==> src/rtl/fcmd_pkg.sv <==
package fcmd_pkg;

    typedef enum logic [3:0] {
        OPC_PROG   = 4'h1,
        OPC_SLOCK  = 4'h2,
        OPC_EPROG  = 4'h3,
        OPC_CLOCK  = 4'h4,
        OPC_FERASE = 4'h8,
        OPC_SOPT   = 4'hB,
        OPC_COPT   = 4'hD,
        OPC_SSEC   = 4'hF
    } fcmd_opc_e;

    typedef enum logic [1:0] {
        ARR_IDLE   = 2'd0,
        ARR_PROG   = 2'd1,
        ARR_EPROG  = 2'd2,
        ARR_FERASE = 2'd3
    } fcmd_arr_e;

    localparam int FLAG_READY = 0;
    localparam int FLAG_LOCKE = 1;
    localparam int FLAG_PROGE = 2;
    localparam int FLAG_N     = 3;

endpackage

==> src/rtl/fcmd_erase_filter.sv <==
module fcmd_erase_filter #(
    parameter int TICKS = 22
) (
    input  logic clk,
    input  logic rst_n,
    input  logic erase_pin,
    input  logic slow_tick,
    output logic trig
);
    localparam int CW = $clog2(TICKS + 1);

    typedef struct packed {
        logic [1:0]    sync;
        logic [CW-1:0] cnt;
        logic          fired;
        logic          trig;
    } filt_t;

    filt_t s_d, s_q;

    always_comb begin
        s_d      = s_q;
        s_d.sync = {s_q.sync[0], erase_pin};
        s_d.trig = 1'b0;
        if (!s_q.sync[1]) begin
            s_d.cnt   = '0;
            s_d.fired = 1'b0;
        end else if (slow_tick && !s_q.fired) begin
            if (s_q.cnt == CW'(TICKS - 1)) begin
                s_d.trig  = 1'b1;
                s_d.fired = 1'b1;
            end else begin
                s_d.cnt = s_q.cnt + CW'(1);
            end
        end
    end

    always_ff @(posedge clk or negedge rst_n) begin
        if (!rst_n) s_q <= '0;
        else        s_q <= s_d;
    end

    assign trig = s_q.trig;

    // one press produces a single event
    assert_single_event_R8: assert property (@(posedge clk) disable iff (!rst_n)
        s_q.trig |=> !s_q.trig);

    // an event needs the pin seen high
    assert_event_needs_pin_R8: assert property (@(posedge clk) disable iff (!rst_n)
        $rose(s_q.trig) |-> $past(s_q.sync[1]));

endmodule

==> src/rtl/fcmd_busy_timer.sv <==
module fcmd_busy_timer #(
    parameter int CNT_W = 8
) (
    input  logic             clk,
    input  logic             rst_n,
    input  logic             start,
    input  logic [CNT_W-1:0] load,
    output logic             busy,
    output logic             expire
);
    typedef struct packed {
        logic             busy;
        logic [CNT_W-1:0] cnt;
    } tmr_t;

    tmr_t s_d, s_q;

    assign expire = s_q.busy && (s_q.cnt == CNT_W'(1));

    always_comb begin
        s_d = s_q;
        if (start) begin
            s_d.busy = 1'b1;
            s_d.cnt  = load;
        end else if (s_q.busy) begin
            if (expire) begin
                s_d.busy = 1'b0;
                s_d.cnt  = '0;
            end else begin
                s_d.cnt = s_q.cnt - CNT_W'(1);
            end
        end
    end

    always_ff @(posedge clk or negedge rst_n) begin
        if (!rst_n) s_q <= '0;
        else        s_q <= s_d;
    end

    assign busy = s_q.busy;

    // no operation is launched over a running one
    assert_no_restart_R2: assert property (@(posedge clk) disable iff (!rst_n)
        start |-> !s_q.busy);

    // the count ends the busy period
    assert_expire_ends_busy_R3: assert property (@(posedge clk) disable iff (!rst_n)
        expire |=> !s_q.busy);

    // a started operation shows busy on the next cycle
    assert_start_sets_busy_R3: assert property (@(posedge clk) disable iff (!rst_n)
        start |=> s_q.busy);

endmodule

==> src/rtl/fcmd_check.sv <==
module fcmd_check
    import fcmd_pkg::*;
#(
    parameter int          PAGE_W   = 10,
    parameter int          REG_W    = 4,
    parameter int          REGIONS  = 16,
    parameter int          OPT_BITS = 3,
    parameter int          CNT_W    = 8,
    parameter logic [7:0]  KEY      = 8'hA5,
    parameter int          T_PROG   = 30,
    parameter int          T_EPROG  = 60,
    parameter int          T_FERASE = 150,
    parameter int          T_NVM    = 4
) (
    input  logic               we,
    input  logic [31:0]        wdata,
    input  logic               busy,
    input  logic [REGIONS-1:0] lock,
    output logic               accept,
    output logic               lock_err,
    output logic               prog_err,
    output logic [CNT_W-1:0]   dur,
    output fcmd_arr_e          arr,
    output logic [3:0]         opc,
    output logic [PAGE_W-1:0]  arg
);
    localparam int IDX_W = $clog2(OPT_BITS + 1);

    logic [REG_W-1:0] region;
    logic [IDX_W-1:0] opt_idx;
    logic             unused_bits;

    assign opc         = wdata[3:0];
    assign arg         = wdata[8 +: PAGE_W];
    assign region      = arg[PAGE_W-1 -: REG_W];
    assign opt_idx     = arg[IDX_W-1:0];
    assign unused_bits = ^{wdata[23:8+PAGE_W], wdata[7:4]};

    always_comb begin
        accept   = 1'b0;
        lock_err = 1'b0;
        prog_err = 1'b0;
        dur      = CNT_W'(T_NVM);
        arr      = ARR_IDLE;
        if (we) begin
            if (wdata[31:24] != KEY || busy) begin
                prog_err = 1'b1;
            end else begin
                case (opc)
                    OPC_PROG: begin
                        if (lock[region]) lock_err = 1'b1;
                        else begin
                            accept = 1'b1;
                            dur    = CNT_W'(T_PROG);
                            arr    = ARR_PROG;
                        end
                    end
                    OPC_EPROG: begin
                        if (lock[region]) lock_err = 1'b1;
                        else begin
                            accept = 1'b1;
                            dur    = CNT_W'(T_EPROG);
                            arr    = ARR_EPROG;
                        end
                    end
                    OPC_FERASE: begin
                        if (|lock) lock_err = 1'b1;
                        else begin
                            accept = 1'b1;
                            dur    = CNT_W'(T_FERASE);
                            arr    = ARR_FERASE;
                        end
                    end
                    OPC_SLOCK, OPC_CLOCK, OPC_SSEC: accept = 1'b1;
                    OPC_SOPT, OPC_COPT: begin
                        if (opt_idx >= IDX_W'(OPT_BITS)) prog_err = 1'b1;
                        else accept = 1'b1;
                    end
                    default: prog_err = 1'b1;
                endcase
            end
        end
    end

    // each write gets at most one verdict
    always_comb begin
        assert_one_verdict_R1: assert ($onehot0({accept, lock_err, prog_err}));
    end

endmodule

==> src/rtl/fcmd_seq.sv <==
module fcmd_seq
    import fcmd_pkg::*;
#(
    parameter int         PAGES        = 1024,
    parameter int         REGION_PAGES = 64,
    parameter int         OPT_BITS     = 3,
    parameter logic [7:0] KEY          = 8'hA5,
    parameter int         T_PROG       = 30,
    parameter int         T_EPROG      = 60,
    parameter int         T_FERASE     = 150,
    parameter int         T_NVM        = 4,
    parameter int         ERASE_TICKS  = 22
) (
    input  logic                       clk,
    input  logic                       rst_n,
    input  logic                       cmd_we,
    input  logic [31:0]                cmd_wdata,
    input  logic                       stat_re,
    input  logic [FLAG_N-1:0]          irq_en,
    input  logic                       erase_pin,
    input  logic                       slow_tick,
    output logic                       busy,
    output logic [FLAG_N-1:0]          status,
    output logic                       irq,
    output logic [PAGES/REGION_PAGES-1:0] lock_bits,
    output logic [OPT_BITS-1:0]        gpnvm,
    output logic                       boot_flash,
    output logic                       secure,
    output logic                       arr_start,
    output logic [1:0]                 arr_op,
    output logic [$clog2(PAGES)-1:0]   arr_page
);
    localparam int REGIONS = PAGES / REGION_PAGES;
    localparam int PAGE_W  = $clog2(PAGES);
    localparam int REG_W   = $clog2(REGIONS);
    localparam int IDX_W   = $clog2(OPT_BITS + 1);
    localparam int T_MAX1  = (T_PROG > T_EPROG) ? T_PROG : T_EPROG;
    localparam int T_MAX2  = (T_MAX1 > T_FERASE) ? T_MAX1 : T_FERASE;
    localparam int T_MAX   = (T_MAX2 > T_NVM) ? T_MAX2 : T_NVM;
    localparam int CNT_W   = $clog2(T_MAX + 1);

    typedef struct packed {
        logic [REGIONS-1:0]  lock;
        logic [OPT_BITS-1:0] opt;
        logic                sec;
        logic                armed;
        logic [FLAG_N-1:0]   flags;
        logic [3:0]          pend_opc;
        logic [PAGE_W-1:0]   pend_arg;
        logic                arr_start;
        fcmd_arr_e           arr_op;
        logic [PAGE_W-1:0]   arr_page;
    } seq_t;

    seq_t s_d, s_q;

    logic               chk_accept;
    logic               chk_lerr;
    logic               chk_perr;
    logic [CNT_W-1:0]   chk_dur;
    fcmd_arr_e          chk_arr;
    logic [3:0]         chk_opc;
    logic [PAGE_W-1:0]  chk_arg;
    logic               tmr_busy;
    logic               tmr_expire;
    logic               erase_trig;
    logic [REG_W-1:0]   pend_region;
    logic [IDX_W-1:0]   pend_idx;
    logic [FLAG_N-1:0]  new_flags;

    fcmd_check #(
        .PAGE_W   (PAGE_W),
        .REG_W    (REG_W),
        .REGIONS  (REGIONS),
        .OPT_BITS (OPT_BITS),
        .CNT_W    (CNT_W),
        .KEY      (KEY),
        .T_PROG   (T_PROG),
        .T_EPROG  (T_EPROG),
        .T_FERASE (T_FERASE),
        .T_NVM    (T_NVM)
    ) u_check (
        .we       (cmd_we),
        .wdata    (cmd_wdata),
        .busy     (tmr_busy),
        .lock     (s_q.lock),
        .accept   (chk_accept),
        .lock_err (chk_lerr),
        .prog_err (chk_perr),
        .dur      (chk_dur),
        .arr      (chk_arr),
        .opc      (chk_opc),
        .arg      (chk_arg)
    );

    fcmd_busy_timer #(
        .CNT_W (CNT_W)
    ) u_timer (
        .clk    (clk),
        .rst_n  (rst_n),
        .start  (chk_accept),
        .load   (chk_dur),
        .busy   (tmr_busy),
        .expire (tmr_expire)
    );

    fcmd_erase_filter #(
        .TICKS (ERASE_TICKS)
    ) u_erase (
        .clk       (clk),
        .rst_n     (rst_n),
        .erase_pin (erase_pin),
        .slow_tick (slow_tick),
        .trig      (erase_trig)
    );

    assign pend_region = s_q.pend_arg[PAGE_W-1 -: REG_W];
    assign pend_idx    = s_q.pend_arg[IDX_W-1:0];

    always_comb begin
        new_flags             = '0;
        new_flags[FLAG_READY] = tmr_expire;
        new_flags[FLAG_LOCKE] = chk_lerr;
        new_flags[FLAG_PROGE] = chk_perr;
    end

    always_comb begin
        s_d           = s_q;
        s_d.arr_start = 1'b0;
        s_d.arr_op    = ARR_IDLE;

        if (chk_accept) begin
            s_d.pend_opc  = chk_opc;
            s_d.pend_arg  = chk_arg;
            s_d.arr_start = (chk_arr != ARR_IDLE);
            s_d.arr_op    = chk_arr;
            s_d.arr_page  = chk_arg;
        end

        if (tmr_expire) begin
            case (s_q.pend_opc)
                OPC_SLOCK:  s_d.lock[pend_region] = 1'b1;
                OPC_CLOCK:  s_d.lock[pend_region] = 1'b0;
                OPC_SOPT:   s_d.opt[pend_idx] = 1'b1;
                OPC_COPT:   s_d.opt[pend_idx] = 1'b0;
                OPC_SSEC:   s_d.sec = 1'b1;
                OPC_FERASE: begin
                    if (s_q.armed) begin
                        s_d.sec   = 1'b0;
                        s_d.armed = 1'b0;
                    end
                end
                default: ;
            endcase
        end

        if (erase_trig) begin
            s_d.lock  = '0;
            s_d.opt   = '0;
            s_d.armed = 1'b1;
        end

        s_d.flags = (stat_re ? '0 : s_q.flags) | new_flags;
    end

    always_ff @(posedge clk or negedge rst_n) begin
        if (!rst_n) s_q <= '0;
        else        s_q <= s_d;
    end

    assign busy       = tmr_busy;
    assign status     = s_q.flags;
    assign irq        = |(s_q.flags & irq_en);
    assign lock_bits  = s_q.lock;
    assign gpnvm      = s_q.opt;
    assign boot_flash = s_q.opt[OPT_BITS-1];
    assign secure     = s_q.sec;
    assign arr_start  = s_q.arr_start;
    assign arr_op     = s_q.arr_op;
    assign arr_page   = s_q.arr_page;

    // the array is never started in a protected region
    assert_start_unprotected_R4: assert property (@(posedge clk) disable iff (!rst_n)
        (s_q.arr_start && s_q.arr_op != ARR_FERASE) |-> !s_q.lock[s_q.arr_page[PAGE_W-1 -: REG_W]]);

    // ready only appears as an operation ends
    assert_ready_with_fall_R3: assert property (@(posedge clk) disable iff (!rst_n)
        $rose(s_q.flags[FLAG_READY]) |-> $fell(tmr_busy));

    // security only drops at the end of an operation
    assert_secure_drop_R7: assert property (@(posedge clk) disable iff (!rst_n)
        $fell(s_q.sec) |-> $fell(tmr_busy));

    // no interrupt without a pending flag
    assert_irq_needs_flag_R10: assert property (@(posedge clk) disable iff (!rst_n)
        irq |-> (|s_q.flags));

    // start pulse coincides with busy rising
    assert_start_with_busy_R12: assert property (@(posedge clk) disable iff (!rst_n)
        s_q.arr_start |-> ($rose(tmr_busy) && s_q.arr_op != ARR_IDLE));

endmodule

==> config.mk <==
export PLATFORM = sky130hd
export DESIGN_NAME = fcmd_seq
export DESIGN_NICKNAME = d
export VERILOG_FILES = /design/src/rtl/fcmd_pkg.sv /design/src/rtl/fcmd_erase_filter.sv /design/src/rtl/fcmd_busy_timer.sv /design/src/rtl/fcmd_check.sv /design/src/rtl/fcmd_seq.sv
export SDC_FILE = /design/constraint.sdc
export NUM_CORES = 1
export LEC_CHECK = 0
export BUFFER_PORTS_ARGS = -buffer_cell sky130_fd_sc_hd__clkbuf_2
export CORE_MARGIN = 2
export CORE_UTILIZATION = 59
export DETAILED_ROUTE_END_ITERATION = 16
export PLACE_DENSITY = 0.82
export SETUP_SLACK_MARGIN = 0.02
export SLEW_MARGIN = 20
export SYNTH_ARGS = -nofsm -noshare
export SYNTH_HDL_FRONTEND = slang
export SYNTH_HIERARCHICAL = 1
export SYNTH_SLANG_ARGS = --single-unit
==> constraint.sdc <==
create_clock -name clk -period 4.9 [get_ports clk]
set_input_delay 1.225 -clock clk [delete_from_list [all_inputs] [get_ports clk]]
set_output_delay 1.225 -clock clk [all_outputs]
set_load 0.02 [all_outputs]
==> impl_results.md <==
- Status: completed
- Vias in the first global route: 2835
- Total GRT Usage: 0.247
- Crit path max fanout: 17
- Max transition margin: 0.371
- Initial Util: 0.602
- Die W: 83.8 µm
- Sw Share: 0.236
- CP max-delay cell: a211oi_4
- Crit Path Category: input pin to flop
- Synth warn: 6
- Post-CTS Setup Bufs: 0
- Sequential power share: 0.463
- Max cap viols: 0
- First-pass GRT wire length: 13.6 mm
- DP HPWL: 5.90 mm
- Hold-fix buffers at CTS: 0
- CTS root buffer: clkbuf_8
- RSZ-0062 raised after global routing: no
- Ys flop type: dfrtp_1
- Final setup violation count: 0
- # diodes: 0
- Layout cell share with drive strength beyond 1: 0.292
- Fin crit period: 3.67 ns
- Synthesized cell area: 3760 µm²
- Setup crit end kind: flop
- Max Transition Viols Final: 0
- Top-level port count: 80
- Layout net count: 441
- GRT overflow: 0
- Pwr Total: 1.10 mW
- Clock sink count: 59
- Crit path cell chain: clkbuf_2, mux2i_1, mux4_2, a22o_1, nor2_2, a211oi_4, clkinv_1, o311a_1, a221o_1
- Crit path buffers/inverters: 2
- Routed Wire Length: 8.27 mm
- Clock Power Share: 0.458
- Post-synth EDFFs: 0
- VDD IR max: 255 µV
- Post-route cell area: 3970 µm²
- Final Wtd Congestion: 0.878
- Area after DPL: 3740 µm²
- Die Area: 7020 µm²
- Comb pwr share: 0.079
- Final cycle utilization of the critical path: 0.748
- First-pass DRT Iterations: 5
- CTS Buf Count: 9
- Fmax: 0.273 GHz
- Startpoint types: input pin
- Crit path max-delay family: compound AO/OA/AOI/OAI gates
- Hold Fails Final Rpt: 0
- WP data arrival: 3.90 ns
- Die Ht: 83.8 µm
- Static leakage: 1.78 nW
- Worst hold path class: flop to flop
- Worst Tran Pin Value: 0.935 ns
- H-tree Lvls: 3
- Sw power: 0.260 mW
- WL/cell: 17.3 µm
- DRC Markers: 0
- Synthesized instance count: 384
- Rows: 29
- Largest net degree at the start of global routing: 39
- Post-cts sizing count: 0
- Initial DRC count: 308
- Post-route antenna net violation count: 0
- Sequential share of the synthesized area: 0.393
- Worst Path Required: 5.13 ns
- CORE AREA: 6240 µm²
- Ys async rst share: 1.00
- Initial antenna violation count: 0
- Max stage delay on crit path: 0.64 ns
- # fillers: 524
- Clock Pin Slew Worst Setup and Hold Paths: 0.07 ns
- CTS Buffer Depth: 2
- P&R area growth vs syn: 5.70%
- Internal power: 0.843 mW
- Setup TNS: 0 ns
- Port Buf Inserts: 69
- Syn Area/Cell: 9.78 µm²
- CTS tree: built
- Synth Register Bits: 59
- Final Skew: 0.00687 ns
- Total number of vias: 2967
- Vias per Instance: 6.21
- Latest clock arrival within the worst-skew pair: 0.35 ns
- Yosys cell types: 73
- P per Cell Area: 278 nW/µm²
## power groups by stage
stage / Combinational (mW) / Sequential [mW] / Clock, mW
detailed placement: 0.0877 / 0.519 / 0
CTS: 0.0881 / 0.510 / 0.516
finish: 0.0875 / 0.511 / 0.506
global placement: 0.0814 / 0.518 / 0
floorplan: 0.0621 / 0.515 / 0
global route: 0.0986 / 0.512 / 0.537
## cell usage in the layout (no fill, tap or decap), types with 7 or more instances in the layout
master     Yosys  layout
dfrtp_1       59      59
inv_1         31      31
mux2_2        12      12
nand2b_1       8       8
a21oi_1       10      10
mux2i_1       10      10
nor2_1        13      13
a2111oi_0      7       7
clkbuf_8       0      11
o32ai_1       16      16
nor4_1        14      14
nand2_1       13      13
o21ai_0       16      16
clkbuf_2       0      69
## Yosys cell counts, types with 3 or more instances
| master | count | area [µm²] |
|---|---|---|
| nor2b_1 | 4 | 25.0 |
| nand4b_1 | 3 | 26.3 |
| nand2_1 | 13 | 48.8 |
| mux2_2 | 12 | 135 |
| nor3b_1 | 3 | 22.5 |
| and2_1 | 3 | 18.8 |
| nor4_1 | 14 | 87.6 |
| or4_1 | 3 | 22.5 |
| o32ai_1 | 16 | 140 |
| nor3_1 | 5 | 25.0 |
| nand4_1 | 3 | 18.8 |
| buf_6 | 3 | 33.8 |
| clkbuf_1 | 11 | 41.3 |
| nor2_1 | 13 | 48.8 |
| a21o_1 | 4 | 30.0 |
| a21oi_1 | 10 | 50.1 |
| nand3_1 | 4 | 20.0 |
| ha_1 | 4 | 50.1 |
| mux2i_1 | 10 | 100 |
| or3_1 | 5 | 31.3 |
| inv_1 | 31 | 116 |
| or2_2 | 3 | 18.8 |
| a31oi_1 | 5 | 31.3 |
| buf_4 | 53 | 398 |
| nand2b_1 | 8 | 50.1 |
| buf_2 | 4 | 20.0 |
| o21ai_0 | 16 | 80.1 |
| dfrtp_1 | 59 | 1480 |
| a2111oi_0 | 7 | 61.3 |
## metrics by stage
step / hold WS [ns] / instances / util / worst slack (ns)
after CTS: 0.361 / 478 / 0.636 / 1.26
after detailed placement: 0.346 / 462 / 0.600 / 0.900
after global placement: 0.335 / 462 / 0.600 / 0.972
after floorplan: 0.331 / 385 / - / 1.48
final: 0.357 / 478 / 0.636 / 1.23
after global routing: 0.370 / 478 / 0.636 / 1.01
## cells by family (layout without fill, tap and decap cells)
family / Yosys count / in the layout / synth area share
other: 2 / 3 / 0.00200
flip-flops: 59 / 59 / 0.393
XOR/XNOR: 2 / 2 / 0.00466
multiplexers: 24 / 24 / 0.0746
adder cells (fa/ha/maj): 5 / 5 / 0.0160
AND/OR/NAND/NOR: 102 / 102 / 0.166
AO/OA/AOI/OAI: 85 / 85 / 0.179
buffers and inverters: 105 / 121 / 0.165
## flip-flops by register name, indices dropped and copies added, names as in the netlist
| register | flops |
|---|---|
| lock_bits | 16 |
| u_erase/trig | 1 |
| u_erase/s_q | 7 |
| u_timer/busy | 1 |
| gpnvm | 3 |
| arr_start | 1 |
| arr_op | 2 |
| status | 3 |
| secure | 1 |
| u_timer/s_q | 8 |
| s_q | 5 |
| u_erase/s_d | 1 |
| arr_page | 10 |
## cell type report
cell class	count	area [µm²]	area share
Timing Repair Buffer	73	375	0.0945
Tap cell	77	96.3	0.0243
Clock buffer	11	151	0.0381
Clock inverter	5	75.1	0.0189
Inverter	32	120	0.0303
Sequential cell	59	1480	0.372
Multi-Input combinational cell	221	1680	0.422
## metal layers
layer	global-route usage	routed length (µm)	vias to the layer above
met4	0.148	245	0
met3	0.0554	659	25
li1	-	-	1385
met1	0.339	3540	1409
met2	0.358	3820	148
met5	0	0	-
## path summary, 6_finish.rpt
path,from,end,slack [ns],depth (start not counted)
max,cmd_wdata[16],u_timer/s_q[5],1.23,9
min,u_erase/s_d[8],u_erase/s_q[8],0.36,0
max reg2reg,u_timer/s_q[4],lock_bits[8],1.56,6
min reg2reg,u_erase/s_d[8],u_erase/s_q[8],0.36,0
max in group asynchronous,rst_n,s_q[23],3.18,2
min in group asynchronous,rst_n,lock_bits[8],0.85,1
No activity file was read; power rests on OpenSTA's default activity.
